<file path="src/rtl/mul_seq_pkg.sv">
package mul_seq_pkg;
  typedef enum logic [1:0] {
    MV_PLAIN   = 2'd0,
    MV_ACC     = 2'd1,
    MV_LONG    = 2'd2,
    MV_ACCLONG = 2'd3
  } mul_var_e;

  localparam logic [1:0] SZ_HALF = 2'b01;
  localparam logic [1:0] SZ_WORD = 2'b10;

  function automatic logic var_has_acc(mul_var_e v);
    return v[0];
  endfunction

  function automatic logic var_has_long(mul_var_e v);
    return v[1];
  endfunction
endpackage

</file>
<file path="src/rtl/mul_term_count.sv">
module mul_term_count #(
  parameter int DATA_W  = 32,
  parameter int SLICE_W = 8,
  localparam int NSLICE = DATA_W / SLICE_W,
  localparam int CNT_W  = $clog2(NSLICE + 1)
) (
  input  logic [DATA_W-1:0] operand_i,
  output logic [CNT_W-1:0]  m_o
);
  logic [NSLICE-1:0] uniform;

  assign uniform[0] = 1'b0;
  // upper bits above slice j all sign-equal
  for (genvar j = 1; j < NSLICE; j++) begin : g_slice
    assign uniform[j] = (&operand_i[DATA_W-1:j*SLICE_W]) | ~(|operand_i[DATA_W-1:j*SLICE_W]);
  end

  always_comb begin
    m_o = CNT_W'(NSLICE);
    for (int j = NSLICE - 1; j >= 1; j--) begin
      if (uniform[j]) m_o = CNT_W'(j);
    end
  end
endmodule

</file>
<file path="src/rtl/mul_cycle_ctr.sv">
module mul_cycle_ctr #(
  parameter int TOT_W = 3
) (
  input  logic             clk_i,
  input  logic             rst_ni,
  input  logic             load_i,
  input  logic [TOT_W-1:0] total_i,
  output logic             busy_o,
  output logic [TOT_W-1:0] cyc_o,
  output logic             last_o
);
  logic [TOT_W-1:0] total_q;

  assign last_o = busy_o && (cyc_o == total_q);

  always_ff @(posedge clk_i or negedge rst_ni) begin
    if (!rst_ni) begin
      busy_o  <= 1'b0;
      cyc_o   <= '0;
      total_q <= '0;
    end else if (busy_o) begin
      if (last_o) begin
        busy_o <= 1'b0;
        cyc_o  <= '0;
      end else begin
        cyc_o <= cyc_o + 1'b1;
      end
    end else if (load_i) begin
      busy_o  <= 1'b1;
      cyc_o   <= TOT_W'(1);
      total_q <= total_i;
    end
  end


  advance_chk: assert property (@(posedge clk_i) disable iff (!rst_ni)
    busy_o && !last_o |=> busy_o && (cyc_o == $past(cyc_o) + 1'b1));

  end_chk: assert property (@(posedge clk_i) disable iff (!rst_ni)
    last_o |=> !busy_o);
endmodule

</file>
<file path="src/rtl/mul_bus_drive.sv">
module mul_bus_drive
  import mul_seq_pkg::*;
#(
  parameter int ADDR_W = 32,
  parameter int TOT_W  = 3
) (
  input  logic              busy_i,
  input  logic [TOT_W-1:0]  cyc_i,
  input  logic              last_i,
  input  mul_var_e          var_i,
  input  logic              compact_i,
  input  logic [ADDR_W-1:0] pc_i,
  output logic [ADDR_W-1:0] addr_o,
  output logic              write_o,
  output logic [1:0]        size_o,
  output logic              mreq_n_o,
  output logic              seq_o,
  output logic              opc_n_o
);
  logic [ADDR_W-1:0] step, near_addr, far_addr;
  logic              hold_near;

  assign step      = compact_i ? ADDR_W'(2) : ADDR_W'(4);
  assign near_addr = pc_i + (step << 1);
  assign far_addr  = pc_i + (step << 1) + step;
  // accumulate forms keep pc+2L one extra cycle
  assign hold_near = (cyc_i == TOT_W'(1)) || (var_has_acc(var_i) && cyc_i == TOT_W'(2));

  always_comb begin
    addr_o   = '0;
    write_o  = 1'b0;
    size_o   = 2'b00;
    mreq_n_o = 1'b1;
    seq_o    = 1'b0;
    opc_n_o  = 1'b1;
    if (busy_i) begin
      addr_o   = hold_near ? near_addr : far_addr;
      size_o   = (var_has_acc(var_i) || !compact_i) ? SZ_WORD : SZ_HALF;
      opc_n_o  = (cyc_i != TOT_W'(1));
      mreq_n_o = !last_i;
      seq_o    = last_i;
    end
  end
endmodule

</file>
<file path="src/rtl/mul_bus_seq.sv">
module mul_bus_seq
  import mul_seq_pkg::*;
#(
  parameter int ADDR_W  = 32,
  parameter int DATA_W  = 32,
  parameter int SLICE_W = 8,
  localparam int NSLICE = DATA_W / SLICE_W,
  localparam int CNT_W  = $clog2(NSLICE + 1),
  localparam int TOT_W  = $clog2(NSLICE + 4)
) (
  input  logic              clk_i,
  input  logic              rst_ni,
  input  logic              start_i,
  input  logic [1:0]        variant_i,
  input  logic              compact_i,
  input  logic [ADDR_W-1:0] pc_i,
  input  logic [DATA_W-1:0] multiplier_i,
  output logic [ADDR_W-1:0] addr_o,
  output logic              write_o,
  output logic [1:0]        size_o,
  output logic              mreq_n_o,
  output logic              seq_o,
  output logic              opc_n_o,
  output logic              done_o
);
  mul_var_e          var_in, var_q;
  logic              compact_q, illegal, load, busy, last;
  logic [ADDR_W-1:0] pc_q;
  logic [CNT_W-1:0]  m_w;
  logic [TOT_W-1:0]  total_w, cyc;

  assign var_in  = mul_var_e'(variant_i);
  assign illegal = compact_i && (var_in != MV_PLAIN);
  assign load    = start_i && !busy && !illegal;
  assign total_w = TOT_W'(m_w) + TOT_W'(1) + TOT_W'(var_has_acc(var_in)) + TOT_W'(var_has_long(var_in));

  mul_term_count #(.DATA_W(DATA_W), .SLICE_W(SLICE_W)) u_term (
    .operand_i (multiplier_i),
    .m_o       (m_w)
  );

  always_ff @(posedge clk_i or negedge rst_ni) begin
    if (!rst_ni) begin
      var_q     <= MV_PLAIN;
      compact_q <= 1'b0;
      pc_q      <= '0;
    end else if (load) begin
      var_q     <= var_in;
      compact_q <= compact_i;
      pc_q      <= pc_i;
    end
  end

  mul_cycle_ctr #(.TOT_W(TOT_W)) u_ctr (
    .clk_i   (clk_i),
    .rst_ni  (rst_ni),
    .load_i  (load),
    .total_i (total_w),
    .busy_o  (busy),
    .cyc_o   (cyc),
    .last_o  (last)
  );

  mul_bus_drive #(.ADDR_W(ADDR_W), .TOT_W(TOT_W)) u_drive (
    .busy_i    (busy),
    .cyc_i     (cyc),
    .last_i    (last),
    .var_i     (var_q),
    .compact_i (compact_q),
    .pc_i      (pc_q),
    .addr_o    (addr_o),
    .write_o   (write_o),
    .size_o    (size_o),
    .mreq_n_o  (mreq_n_o),
    .seq_o     (seq_o),
    .opc_n_o   (opc_n_o)
  );

  assign done_o = last;


  done_single_chk: assert property (@(posedge clk_i) disable iff (!rst_ni)
    done_o |=> !done_o);

  final_bus_chk: assert property (@(posedge clk_i) disable iff (!rst_ni)
    done_o |-> seq_o && !mreq_n_o && opc_n_o);

  prefetch_chk: assert property (@(posedge clk_i) disable iff (!rst_ni)
    $rose(busy) |-> !opc_n_o && !seq_o && mreq_n_o);

  internal_opc_chk: assert property (@(posedge clk_i) disable iff (!rst_ni)
    busy && $past(busy) && !$past(done_o) |-> opc_n_o && !write_o);

  reject_chk: assert property (@(posedge clk_i) disable iff (!rst_ni)
    start_i && illegal && !busy |=> !busy);

  hold_ctx_chk: assert property (@(posedge clk_i) disable iff (!rst_ni)
    busy && !done_o |=> $stable(pc_q) && $stable(var_q) && $stable(compact_q));

  m_range_chk: assert property (@(posedge clk_i) disable iff (!rst_ni)
    load |-> (m_w >= CNT_W'(1)) && (m_w <= CNT_W'(NSLICE)));
endmodule

</file>
<file path="config.mk">
export PLATFORM = sky130hd
export DESIGN_NAME = mul_bus_seq
export DESIGN_NICKNAME = d
export VERILOG_FILES = /design/src/rtl/mul_seq_pkg.sv /design/src/rtl/mul_term_count.sv /design/src/rtl/mul_cycle_ctr.sv /design/src/rtl/mul_bus_drive.sv /design/src/rtl/mul_bus_seq.sv
export SDC_FILE = /design/constraint.sdc
export NUM_CORES = 1
export LEC_CHECK = 0
export ABC_AREA = 1
export BUFFER_PORTS_ARGS = -buffer_cell sky130_fd_sc_hd__buf_2
export CORE_MARGIN = 10
export CORE_UTILIZATION = 50
export DETAILED_ROUTE_END_ITERATION = 8
export GPL_TIMING_DRIVEN = 0
export HOLD_SLACK_MARGIN = 0.1
export PLACE_DENSITY = 0.84
export SYNTH_ARGS = -nofsm -noshare
export SYNTH_HDL_FRONTEND = slang
export SYNTH_SLANG_ARGS = --single-unit
</file>
<file path="constraint.sdc">
create_clock -name clk_i -period 4.15 [get_ports clk_i]
set_input_delay 1.245 -clock clk_i [delete_from_list [all_inputs] [get_ports clk_i]]
set_output_delay 1.245 -clock clk_i [all_outputs]
set_load 0.005 [all_outputs]
</file>
### Word-level counts from Yosys, hierarchy flattened

Index checks and enable logic that the tools add are counted.

| operators by class | value |
|---|---|
| add/sub/neg operators | 6 |
| reduce and logical (&&, ||, !) cells | 20 |
| bitwise logic cells | 7 |
| multiplexer cells | 17 |
| eq/ne operators | 4 |

Operators by type and width:

| operator | count |
|---|---|
| adder 32 bit | 2 |
| 2-to-1 mux 32 bit | 2 |
| AND reduction 24 bit | 1 |
| OR reduction 24 bit | 1 |
| 2-to-1 mux 3 bit | 7 |
| AND reduction 16 bit | 1 |
| OR reduction 16 bit | 1 |
| AND reduction 8 bit | 1 |
| OR reduction 8 bit | 1 |
| adder 3 x 1 -> 3 bit | 2 |
| adder 3 x 1 -> 3 bit, second input constant | 2 |
| 2-to-1 mux 1 bit | 6 |
| logical AND 1 bit | 5 |
| logical NOT 1 bit | 4 |
| 2-to-1 mux 2 bit | 2 |
| inverter 1 bit | 4 |
| nonzero test 2 bit | 2 |
| == test 3 x 1 -> 1 bit, second input constant | 1 |
| == test 3 x 2 -> 1 bit, second input constant | 1 |
| == test 3 bit | 1 |
| inequality test 3 x 1 -> 1 bit, second input constant | 1 |
| bitwise OR 1 bit | 3 |
| logical OR 1 bit | 2 |
| AND reduction 2 bit | 1 |

| word-level totals | value |
|---|---|
| logic and storage cells | 60 |
| register bits | 41 |
| output and inout bits | 39 |
| bits of input ports | 70 |

### Logic depth before layout (Yosys ltp)

| logic depth | value |
|---|---|
| word-level depth | 9 |
| gate-level depth with buffers | 18 |
| gate-level depth less buffers | 17 |

### Hierarchy

A second synthesis with hierarchy kept.

| unflattened totals | value |
|---|---|
| cell total of the unflattened synthesis | 749 |
| area, all modules | 4,456.8 µm² |

Modules (own cells, without submodules):

| module | instances | area each (µm²) | cells each |
|---|---|---|---|
| mul_bus_drive | 1 | 2,314.7 | 483 |
| mul_bus_seq | 1 | 1,570.3 | 170 |
| mul_cycle_ctr | 1 | 370.4 | 46 |
| mul_term_count | 1 | 201.4 | 50 |

### Least setup slack after synthesis

No wires, ideal clock.

| path | value |
|---|---|
| path kind | register -> output |
| from | reg compact_q |
| to | out addr_o[21] |
| path buffers | 0 |
| slack | 0.543 ns |
| cell stages (with the launch flop) | 15 |
| arrival | 2.362 ns |
| path through | dfrtp_1 -> ha_1 -> inv_1 -> fa_1 -> nor2_8 -> nand2_2 -> nand2_1 -> nand2_2 -> inv_2 -> nand2_1 -> nor2_4 -> nand2_1 -> nor3_2 -> o21ai_0 -> nor2_1 |

| between the ends | value |
|---|---|
| cells in the longest elaborated chain, start to end | 5 |

RTL lines:

| what | RTL line | source |
|---|---|---|
| start: declaration | mul_bus_seq.sv:27 | `logic compact_q, illegal, load, busy, last;` |
| start signal: assignment | mul_bus_seq.sv:49 | `compact_q <= compact_i;` |
| 2-to-1 mux 3 bit * | mul_bus_drive.sv:23 | `assign step = compact_i ? ADDR_W'(2) : ADDR_W'(4);` |
| adder 32 bit | mul_bus_drive.sv:24, mul_bus_drive.sv:25 |  |
| adder 32 bit | mul_bus_drive.sv:25 | `assign far_addr = pc_i + (step << 1) + step;` |
| 2-to-1 mux 32 bit * | mul_bus_drive.sv:37 | `addr_o = hold_near ? near_addr : far_addr;` |
| 2-to-1 mux 32 bit * | mul_bus_drive.sv:36 | `if (busy_i) begin` |
| end: declaration | mul_bus_seq.sv:18 | `output logic [ADDR_W-1:0] addr_o,` |

Every way passes the cells marked *; elsewhere a longest branch is shown, timed or not.

### Worst setup path after layout

| path | value |
|---|---|
| from | reg pc_q[2] |
| to | out addr_o[17] |

| between the ends | value |
|---|---|
| cells in the longest elaborated chain, start to end | 4 |

RTL lines:

| what | RTL line | source |
|---|---|---|
| start: declaration | mul_bus_seq.sv:28 | `logic [ADDR_W-1:0] pc_q;` |
| start signal: assignment | mul_bus_seq.sv:50 | `pc_q <= pc_i;` |
| adder 32 bit * | mul_bus_drive.sv:24, mul_bus_drive.sv:25 |  |
| adder 32 bit | mul_bus_drive.sv:25 |  |
| 2-to-1 mux 32 bit * | mul_bus_drive.sv:37 |  |
| 2-to-1 mux 32 bit * | mul_bus_drive.sv:36 |  |

Marked as above.

==> results.json <==
{
  "antenna_found_initial": 0,
  "dominant_combinational_cell_family_by_area_after_synthesis": "simple AND/OR/NAND/NOR gates",
  "final_critical_path_setup_slack_ps": -125,
  "rows": 33,
  "finalHoldViolCount": 0,
  "use_met1_pct": 26.5,
  "place.port_buffers": 99,
  "final_setup_violation_count": 14,
  "maxCapViolCount": 0,
  "final_cells": 922,
  "numPlacedInstances": 886,
  "cts-root-buf": "clkbuf_8",
  "finalCritPeriodShare_pct": 103,
  "viasPerCell": 5.28,
  "rsz0062_at_grt": "yes",
  "synth.cell_area_um2": 4130,
  "route.final.wire_length_um": 13700,
  "synth.yosys.warnings": 0,
  "grt_max_degree": 42,
  "maximum_count_of_clock_buffers_along_a_single_path": 2,
  "timing.critical_path.slowest_cell_delay_ps": 480,
  "most_frequent_cells_in_the_layout": "nand2_1, nor2_1, buf_2",
  "endpoint_kind": "output port",
  "first_iter_violations": 331,
  "fin_worst_skew_ps": 3.18,
  "worst-endpoint-arrival_ps": 3030,
  "slew_headroom_pct": 39.9,
  "globalRouteMet2Util_pct": 32.7,
  "cts-hold-fix-buffers": 0,
  "critPathLaunchType": "flip-flop",
  "synth-compound-area-share_pct": 10.2,
  "synth.area.mux_share_pct": 2.18,
  "grt_pass1_vias": 4690,
  "overflow": 0,
  "grt.busiest_layer": "met2",
  "tritoncts": "built",
  "layout_cells_sized_above_1_pct": 31.8,
  "total_power_uw": 4200,
  "synth_top_cell_by_area": "dfrtp_1",
  "synth_largest_type_area_fraction_pct": 24.8,
  "powerDensity_nw_per_um2": 777,
  "floorplan.initialDensity_pct": 50.8,
  "async_flop_share_pct": 100,
  "cts.reportedPaths.clkPinSlew_ps": 80,
  "xor_xnor_cell_area_share_of_the_yosys_netlist_pct": 1.69,
  "cts-buffers-inserted": 5,
  "synth-adder-area-share_pct": 3.69,
  "yosysSeqAreaShare_pct": 24.8,
  "violations": "negative setup slack",
  "synth-seq-cells": 41,
  "die_height_um": 111,
  "path_common_cell": "nand2_2",
  "gp_congestion": 0.896,
  "critical_path_peak_fanout": 5,
  "netlist_instances": 682,
  "synth.net_count": 763,
  "run_status": "complete, but fails checks",
  "synth_cell_type_count": 38,
  "cp_slowest_cell": "fa_2",
  "vias": 4866,
  "worst_pin_slew_ps": 902,
  "gr-usage-met3_pct": 4.22,
  "layout-area-overhead-vs-synth_pct": 30.7,
  "top_flip_flop_cell_by_instance_count_after_synthesis": "dfrtp_1",
  "layout_min_cycle_time_ps": 4270,
  "whs_ps": 513,
  "remaining_drc_errors": 0,
  "critical_path.cell_chain": "ha_2 -> inv_2 -> fa_2 -> nor2_8 -> nand2_2 -> nand2_1 -> nand2_2 -> nor2_4 -> buf_4 -> nand4_1 -> nor3_4 -> xor2_1 -> nor2_1 -> buf_2",
  "coreArea_um2": 8130,
  "num-nets-final": 897,
  "syn_avg_cell_area_um2": 6.06,
  "track_usage_pct": 20.4,
  "maxClockFrequency_mhz": 234,
  "cts.sinks": 41,
  "yosys.area_share.simple_pct": 48.2,
  "number_of_placed_i_o_pins": 109,
  "worstPathRequired_ps": 2900,
  "ant_nets": 0,
  "die_x_um": 111,
  "worst_ir_drop_vdd_v": 0.000419,
  "report.final.slew_viol_count": 0,
  "hold_class": "flip-flop to flip-flop",
  "grt_pass1_wl_um": 21800,
  "yosys-top-cells-area": "dfrtp_1, nand2_1, nor2_1",
  "synth_enable_flop_cells": 0,
  "power.static_leakage_uw": 0.00279,
  "worstSetupPathType": "flip-flop to output port",
  "layout.cells.most_common": "nand2_1",
  "diodes": 0,
  "die_area_um2": 12300,
  "worst_skew_pair.late_latency_ps": 300,
  "cts_max_level": 2,
  "first_pass_iters": 5,
  "place_hpwl_um": 10800,
  "drt-wirelength-per-cell_um": 14.8,
  "fillerInstances": 735
}
==> through the flow <==
| step | TNS (ps) | instance area, um^2 | setup WS (ps) | util (%) |
|---|---|---|---|---|
| after global placement | 0 | 4760 | 112 | 58.5 |
| after floorplan | 0 | 4130 | 543 | - |
| final | -805 | 5400 | -125 | 66.4 |
| after global routing | -3480 | 5400 | -261 | 66.4 |
| after detailed placement | 0 | 4760 | 49.4 | 58.5 |
| after CTS | -66.3 | 4980 | -18.4 | 61.3 |
==> power breakdown <==
group / internal [uW] / switching, uW
Combinational: 1140 / 1910
Clock: 196 / 140
Sequential: 593 / 221
==> flip-flops by register name, summed over array words and instances, names as in the netlist <==
| signal | flops |
|---|---|
| var_q | 1 |
| u_ctr.total_q | 3 |
| compact_q | 1 |
| u_ctr.cyc_o | 3 |
| pc_q | 32 |
| u_ctr.busy_o | 1 |
==> worst max-delay path, delay by kind of cell (launching register included) <==
family / cells / cell delay, ps
buf+inv: 3 / 340
xor+xnor: 1 / 190
flops: 1 / 390
fa+ha+maj: 2 / 700
simple gates: 8 / 1110
==> synth_stat cells, drive strengths merged, types with 8 or more instances <==
cell      n
dfrtp    41
inv      81
nand4    17
ha        9
mux2      8
o21ai    23
nand3    44
nor2    139
nand2   216
a21oi    48
clkbuf    8
nor3      8
==> per-layer routing <==
layer	part of all wire [%]	wire [um]
met3	7.5	1030
met5	0	0
met2	47	6410
met4	2.1	291
met1	43	5930
==> layout make-up <==
type | instances | area (um^2) | share of cell area (%)
clock buffers | 7 | 86.3 | 1.60
flip-flops and latches | 41 | 1030 | 19.0
multi-input cells | 546 | 3030 | 56.0
clock inverters | 1 | 30.0 | 0.556
repair buffers | 126 | 722 | 13.4
plain buffers | 15 | 72.6 | 1.34
well taps | 105 | 131 | 2.43
inverters | 81 | 308 | 5.70
==> what timing repair did <==
item / 4_1_cts / 5_1_grt
hold endpoints to repair: 0 / 0
buffers inserted: 6 / 21
pin swaps: 4 / 26
endpoints found under the setup margin: 18 / 21
resized for setup: 13 / 73
cloned: 1 / 0
==> path summary, 6_finish.rpt <==
| kind | from | to | slack (ps) | cells after the start |
|---|---|---|---|---|
| max | pc_q[2] | addr_o[17] | -120 | 14 |
| min | pc_q[0] | pc_q[0] | 510 | 1 |
| max reg2reg | u_ctr.busy_o | pc_q[29] | 1910 | 6 |
| min reg2reg | pc_q[0] | pc_q[0] | 510 | 1 |
| max in group asynchronous | rst_ni | compact_q | 2450 | 1 |
| min in group asynchronous | rst_ni | pc_q[25] | 1060 | 1 |
==> cells by family after synthesis <==
| kind of cell | count (synthesis) |
|---|---|
| mux | 8 |
| flops | 41 |
| fa+ha+maj | 11 |
| xor+xnor | 8 |
| simple gates | 437 |
| other cells | 1 |
| compound gates | 80 |
| buf+inv | 96 |
Note: power is estimated with default switching activity, not from simulation.
